<file path="config.mk">
export PLATFORM = sky130hd
export DESIGN_NAME = pwm_phase_clkgen
export DESIGN_NICKNAME = d
export VERILOG_FILES = /design/src/rtl/pwm_phase_pkg.sv /design/src/rtl/pwm_phase_counter.sv /design/src/rtl/pwm_phase_offset.sv /design/src/rtl/pwm_hyst_gate.sv /design/src/rtl/pwm_phase_clkgen.sv
export SDC_FILE = /design/constraint.sdc
export NUM_CORES = 1
export LEC_CHECK = 0
export ABC_CLOCK_PERIOD_IN_PS = 2900
export BUFFER_PORTS_ARGS = -buffer_cell sky130_fd_sc_hd__buf_2
export CORE_AREA = 2 2 39 41
export CTS_CLUSTER_SIZE = 8
export DETAILED_ROUTE_END_ITERATION = 12
export DIE_AREA = 0 0 41 43
export GPL_ROUTABILITY_DRIVEN = 0
export REMOVE_ABC_BUFFERS = 1
export SLEW_MARGIN = 30
export SYNTH_ARGS = -nofsm -noshare
export SYNTH_HDL_FRONTEND = slang
export SYNTH_HIERARCHICAL = 1
export SYNTH_SLANG_ARGS = --single-unit
</file>
<file path="constraint.sdc">
create_clock -name clk -period 2.9 [get_ports clk]
set_input_delay 0.145 -clock clk [delete_from_list [all_inputs] [get_ports clk]]
set_output_delay 0.145 -clock clk [all_outputs]
set_load 0.02 [all_outputs]
</file>
<file path="src/rtl/pwm_phase_pkg.sv">
// Package: shared types and the phase-offset decode for the dual-channel clock generator.
// Assumes the encodings: mem_mode=0 -> half period, mem_mode=1 with a 5 V rail -> quarter period,
// mem_mode=1 with a battery-class source -> aligned.
package pwm_phase_pkg;

    typedef enum logic [1:0] {
        PH_ALIGN   = 2'd0,
        PH_QUARTER = 2'd1,
        PH_HALF    = 2'd2
    } phase_sel_e;

    // Map the mode pin and the source strap to a phase relation.
    function automatic phase_sel_e decode_phase(input logic mem_mode, input logic src_rail5v);
        if (!mem_mode)      return PH_HALF;
        else if (src_rail5v) return PH_QUARTER;
        else                 return PH_ALIGN;
    endfunction

endpackage

</file>
<file path="src/rtl/pwm_phase_counter.sv">
// Module: master period counter.
// Counts 0..PERIOD-1 and wraps. It raises run_q at the first wrap after reset, so that
// the partial period right after reset produces no cycle-start ticks.
// Assumes PERIOD >= 4.
module pwm_phase_counter #(
    parameter int PERIOD = 40,
    localparam int CW = $clog2(PERIOD)
) (
    input  logic          clk,
    input  logic          rst_n,
    output logic [CW-1:0] cnt_q,
    output logic          wrap,
    output logic          run_q
);
    localparam logic [CW-1:0] LAST = CW'(PERIOD - 1);

    assign wrap = (cnt_q == LAST);

    // Advance the counter and wrap at the end of the period.
    always_ff @(posedge clk) begin
        if (!rst_n) cnt_q <= '0;
        else        cnt_q <= wrap ? '0 : cnt_q + 1'b1;
    end

    // Enable tick generation from the first complete period onwards.
    always_ff @(posedge clk) begin
        if (!rst_n)    run_q <= 1'b0;
        else if (wrap) run_q <= 1'b1;
    end
endmodule

</file>
<file path="src/rtl/pwm_phase_offset.sv">
// Module: channel-2 offset register.
// Samples the phase selection only on the wrap edge and holds it for the whole period that follows.
// Assumes the offsets are PERIOD/4 and PERIOD/2, rounded down. After reset it defaults to half a period.
module pwm_phase_offset
    import pwm_phase_pkg::*;
#(
    parameter int PERIOD = 40,
    localparam int CW = $clog2(PERIOD)
) (
    input  logic          clk,
    input  logic          rst_n,
    input  logic          wrap,
    input  logic          mem_mode,
    input  logic          src_rail5v,
    output logic [CW-1:0] off_q
);
    localparam logic [CW-1:0] OFF_QTR  = CW'(PERIOD / 4);
    localparam logic [CW-1:0] OFF_HALF = CW'(PERIOD / 2);

    phase_sel_e       sel;
    logic [CW-1:0]    off_d;

    // Translate the decoded phase relation into a tick offset.
    always_comb begin
        sel = decode_phase(mem_mode, src_rail5v);
        unique case (sel)
            PH_ALIGN:   off_d = '0;
            PH_QUARTER: off_d = OFF_QTR;
            default:    off_d = OFF_HALF;
        endcase
    end

    // Take the new offset only at a period boundary, so no cycle is shortened.
    always_ff @(posedge clk) begin
        if (!rst_n)    off_q <= OFF_HALF;
        else if (wrap) off_q <= off_d;
    end
endmodule

</file>
<file path="src/rtl/pwm_hyst_gate.sv">
// Module: hysteretic-permission gating for NCH channels.
// A channel may leave forced PWM only after its soft-start has completed. A channel whose
// block bit is set never leaves forced PWM. Pure combinational gating of current inputs.
module pwm_hyst_gate #(
    parameter int NCH = 2
) (
    input  logic [NCH-1:0] ss_done,
    input  logic [NCH-1:0] block,
    output logic [NCH-1:0] allow
);
    for (genvar g = 0; g < NCH; g++) begin : g_ch
        // Permission requires completed soft-start and no blocking condition.
        always_comb allow[g] = ss_done[g] & ~block[g];
    end
endmodule

</file>
<file path="src/rtl/pwm_phase_clkgen.sv">
// Module: dual-channel phase-mode clock generator (top).
// Produces one single-tick cycle start per channel per PERIOD ticks. Channel 2 is offset from
// channel 1 by 0, PERIOD/4 or PERIOD/2, as selected by mem_mode and src_rail5v at each wrap.
// Also produces the hysteretic-permission flags.
// Assumes PERIOD >= 4 and inputs synchronous to clk.
module pwm_phase_clkgen #(
    parameter int PERIOD = 40
) (
    input  logic clk,
    input  logic rst_n,
    input  logic mem_mode,
    input  logic src_rail5v,
    input  logic ss_done1,
    input  logic ss_done2,
    output logic cyc_start1,
    output logic cyc_start2,
    output logic hyst_ok1,
    output logic hyst_ok2
);
    localparam int CW = $clog2(PERIOD);

    logic [CW-1:0] cnt_q;
    logic [CW-1:0] off_q;
    logic          wrap;
    logic          run_q;
    logic [1:0]    allow;

    pwm_phase_counter #(.PERIOD(PERIOD)) u_cnt (
        .clk   (clk),
        .rst_n (rst_n),
        .cnt_q (cnt_q),
        .wrap  (wrap),
        .run_q (run_q)
    );

    pwm_phase_offset #(.PERIOD(PERIOD)) u_off (
        .clk        (clk),
        .rst_n      (rst_n),
        .wrap       (wrap),
        .mem_mode   (mem_mode),
        .src_rail5v (src_rail5v),
        .off_q      (off_q)
    );

    pwm_hyst_gate #(.NCH(2)) u_hyst (
        .ss_done ({ss_done2, ss_done1}),
        .block   ({mem_mode, 1'b0}),
        .allow   (allow)
    );

    // Decode the counter phase into the two cycle-start ticks.
    always_comb begin
        cyc_start1 = run_q && (cnt_q == '0);
        cyc_start2 = run_q && (cnt_q == off_q);
    end

    assign hyst_ok1 = allow[0];
    assign hyst_ok2 = allow[1];
endmodule

</file>
==> Flow_metrics.wiki <==
{| class="wikitable"
! Metric !! Value
|-
| Number of optimization iterations in the first detailed-route pass || 3
|-
| Core region area || 1384 um2
|-
| Design Area, Final || 569.3 um2
|-
| Syn Std Cell Area || 504.2 um2
|-
| Buffers from clock root to sink, at most || 2
|-
| Total power draw || 250.9 uW
|-
| Die footprint || 1763 um2
|-
| Top area cells in the synthesized netlist || sky130_fd_sc_hd__dfxtp_1 (36%), sky130_fd_sc_hd__xor2_1 (8.7%), sky130_fd_sc_hd__xnor2_1 (6.9%), sky130_fd_sc_hd__buf_4 (6.0%), sky130_fd_sc_hd__nor2b_4 (5.5%)
|-
| Critical hold path startpoint || rst_n
|-
| Critical path's slowest cell || sky130_fd_sc_hd__or4b_1
|-
| Arrival @ worst endpoint || 1490 ps
|-
| Pwr per Cell Area || 440.7 nW/um2
|-
| Leakage Power || 0.0002400 uW
|-
| Crit. End Element || output port
|-
| CP cell instances || or4b_1 > nor4_2 > buf_2
|-
| Fraction of synthesized cell area taken by the top area cell type || 35.73%
|-
| Root Driver || sky130_fd_sc_hd__clkbuf_4
|-
| Total GRT Usage || 10.78%
|-
| Worst R2R Start || u_cnt/cnt_q[0]$_SDFF_PP0_
|-
| Number of cells on the worst hold path || 2
|-
| Post-route clock skew || between 0.8 and 0.9 ps
|-
| Gates resized, CTS repair || 0
|-
| Routed metal-1 wirelength || 354 um
|-
| Quantity of hold-fixing buffers added after cts || 0
|-
| Biggest area consumer among synthesized cells || sky130_fd_sc_hd__dfxtp_1
|-
| Register-to-register setup slack || 1390 ps
|-
| Insertion delay of the later-clocked pin in the worst-skew pair || between 200 and 300 ps
|-
| Maximum number of pins on one net before global-route repair || 8
|-
| Library cells used by synthesis || 27
|-
| Post-DP HPWL || 609 um
|-
| Uppermost layer routed || met4
|-
| Clock-pin slew of the registers on the worst-case setup and hold paths || approximately 60 ps
|-
| Starting density of the core || 36.44%
|-
| End of the worst register-to-register path || u_off/off_q[2]$_SDFFE_PN1P_
|-
| Antenna violations before repair || 0
|-
| Clock sink total || 9
|-
| Number of global-route vias before repair || 326
|-
| Cell count of the worst reg-to-reg path || 5
|-
| Number of I/O pins || 10
|-
| Final count of hold timing violations || 0
|-
| Post-place setup slack || 1399 ps
|-
| Final setup violation count || 0
|-
| Type of the worst setup path || reg2out
|-
| Path category of the worst min-delay check || in2reg
|-
| Post-Synthesis Mean Instance Area || 9.514 um2
|-
| DRC violation count after routing || 0
|-
| Upper clock frequency limit || between 600 and 700 MHz
|-
| Final worst path period share || between 50% and 60%
|-
| Sum of routed wire length over all layers || 768 um
|-
| Relative area change from synthesis to final layout || 12.90%
|-
| H-Tree Level Count || 1
|-
| Type of origin of the critical path || flip-flop
|-
| Die Y-Extent || 43 um
|-
| Number of diodes added for antenna fixing || 0
|-
| Final layout net count || 71
|-
| Cell area after placement || 543.0 um2
|-
| Share of layout cells above drive strength 1 || about a third
|-
| First-pass GRT wire length || 1207 um
|-
| Sum of overflow across all layers after global routing || 0
|-
| Result of the run || finished clean
|-
| Data required time at the worst endpoint || 2760 ps
|-
| Total met3 wirelength after detailed routing || 24 um
|-
| Number of I/O port buffers || 9
|-
| Wire length on met2 || around 380 um
|-
| Flop and latch count out of synthesis || 9
|-
| Drt wl/cell || 9.722 um
|-
| Setup repair after global routing missed its margin || false
|-
| Hold Crit Endpoint || u_off/off_q[2]$_SDFFE_PN1P_
|-
| Worst-path maximum fanout || 6
|-
| Number of DRC markers after the initial detailed-route iteration || 4
|-
| Final worst slack || 1264 ps
|-
| Final total negative setup slack || 0 ps
|-
| Sequential area share after synthesis || a little over a third
|-
| Post-CTS Setup Inserts || 0
|-
| Post-Syn Instances || 53
|-
| Post-detailed-route count of antenna-violating nets || 0
|-
| Total via count after detailed routing || between 300 and 400
|-
| Total clock buffers created by CTS || 3
|-
| Min Hold Slack || between 100 and 150 ps
|-
| Post-layout min period || between 1500 and 2000 ps
|-
| Highest ir drop seen on vdd || 142.4 uV
|-
| Floorplan row count || 14
|-
| Horiz. Die Dim || 41 um
|-
| Biggest cell delay along the critical path || 540 ps
|-
| Number of warnings issued by yosys || 6
|-
| Max-capacitance violation count || 0
|-
| Vias/cell || 4.620
|-
| Clock tree from TritonCTS || yes
|-
| Number of max-slew violations in the final report || 0
|}
## routing by layer
layer  global-route usage [%]  vias to the layer above
li1                         -                      194
met1                    10.71                      164
met2                    15.63                        5
met3                    4.712                        2
met4                    10.00                        0
met5                        0                        -
## layout by cell type (no fill, tap or decap), drive strengths merged
| cell type | Yosys | final |
|---|---|---|
| or3 | 1 | 1 |
| o21a | 1 | 1 |
| xnor2 | 4 | 4 |
| o21ai | 3 | 3 |
| nand3 | 2 | 2 |
| buf | 4 | 9 |
| nand3b | 1 | 1 |
| nor4 | 2 | 2 |
| nand4 | 2 | 2 |
| dfxtp | 9 | 9 |
| a21oi | 1 | 1 |
| and2 | 3 | 3 |
| conb | 2 | 3 |
| nand4b | 1 | 1 |
| clkbuf | 0 | 4 |
| xor2 | 5 | 5 |
| or4b | 1 | 1 |
| nor2 | 5 | 5 |
| inv | 1 | 1 |
| ha | 1 | 1 |
| nor2b | 2 | 2 |
| nand2 | 2 | 2 |
## cells by family (layout without fill, tap and decap cells)
logic type / Yosys count / count (layout) / synth area share [%]
simple gates: 22 / 22 / 31.02
xor+xnor: 9 / 9 / 15.63
flops: 9 / 9 / 35.73
compound gates: 5 / 5 / 6.947
buf+inv: 5 / 14 / 6.699
other cells: 2 / 3 / 1.489
fa+ha+maj: 1 / 1 / 2.481
## sequential cells by signal, indices dropped and copies added, names as in the netlist
register     count
u_off/off_q      2
u_cnt/run_q      1
u_cnt/cnt_q      6
## synthesized netlist by cell type, drive strengths merged
library cell,instances
or3,1
a21oi,1
dfxtp,9
ha,1
or4b,1
nor4,2
inv,1
nand3b,1
o21ai,3
xor2,5
nand3,2
xnor2,4
nor2,5
nand2,2
and2,3
buf,4
conb,2
o21a,1
nand4,2
nor2b,2
nand4b,1
## worst max path at each step
stage                                          from                           to  cells after the start
after floorplan           u_cnt/cnt_q[3]$_SDFF_PP0_                   cyc_start2                      3
after global placement    u_cnt/cnt_q[0]$_SDFF_PP0_  u_off/off_q[2]$_SDFFE_PN1P_                      5
after detailed placement  u_cnt/cnt_q[0]$_SDFF_PP0_  u_off/off_q[2]$_SDFFE_PN1P_                      5
after CTS                 u_cnt/cnt_q[2]$_SDFF_PP0_                   cyc_start1                      3
after global routing      u_cnt/cnt_q[4]$_SDFF_PP0_                   cyc_start1                      3
final                     u_cnt/cnt_q[2]$_SDFF_PP0_                   cyc_start1                      3
## critical path, delay by kind of cell, from the launching register on
| family | cells | cell delay, ps |
|---|---|---|
| flops | 1 | 370 |
| buf+inv | 1 | 200 |
| simple gates | 2 | 670 |
## report_power, final
group          leakage (uW)  switching (uW)  internal [uW]
logic              0.000152            11.4           11.6
clock network     0.0000150            41.7           52.9
registers         0.0000732            6.13            127
## cell type report
type | count | area, um2
multi-input cells | 40 | 294.0
well taps | 16 | 20.02
clock buffers | 4 | 26.28
flip-flops and latches | 9 | 180.2
repair buffers | 9 | 45.04
inverters | 1 | 3.754
fillers | 146 | 814.5
## metrics by stage
step / utilization, % / cells
floorplan: - / 50
global placement: 39.24 / 75
detailed placement: 39.24 / 75
CTS: 41.14 / 79
global route: 41.14 / 79
finish: 41.14 / 79
Power figures use the tool's default switching activity.
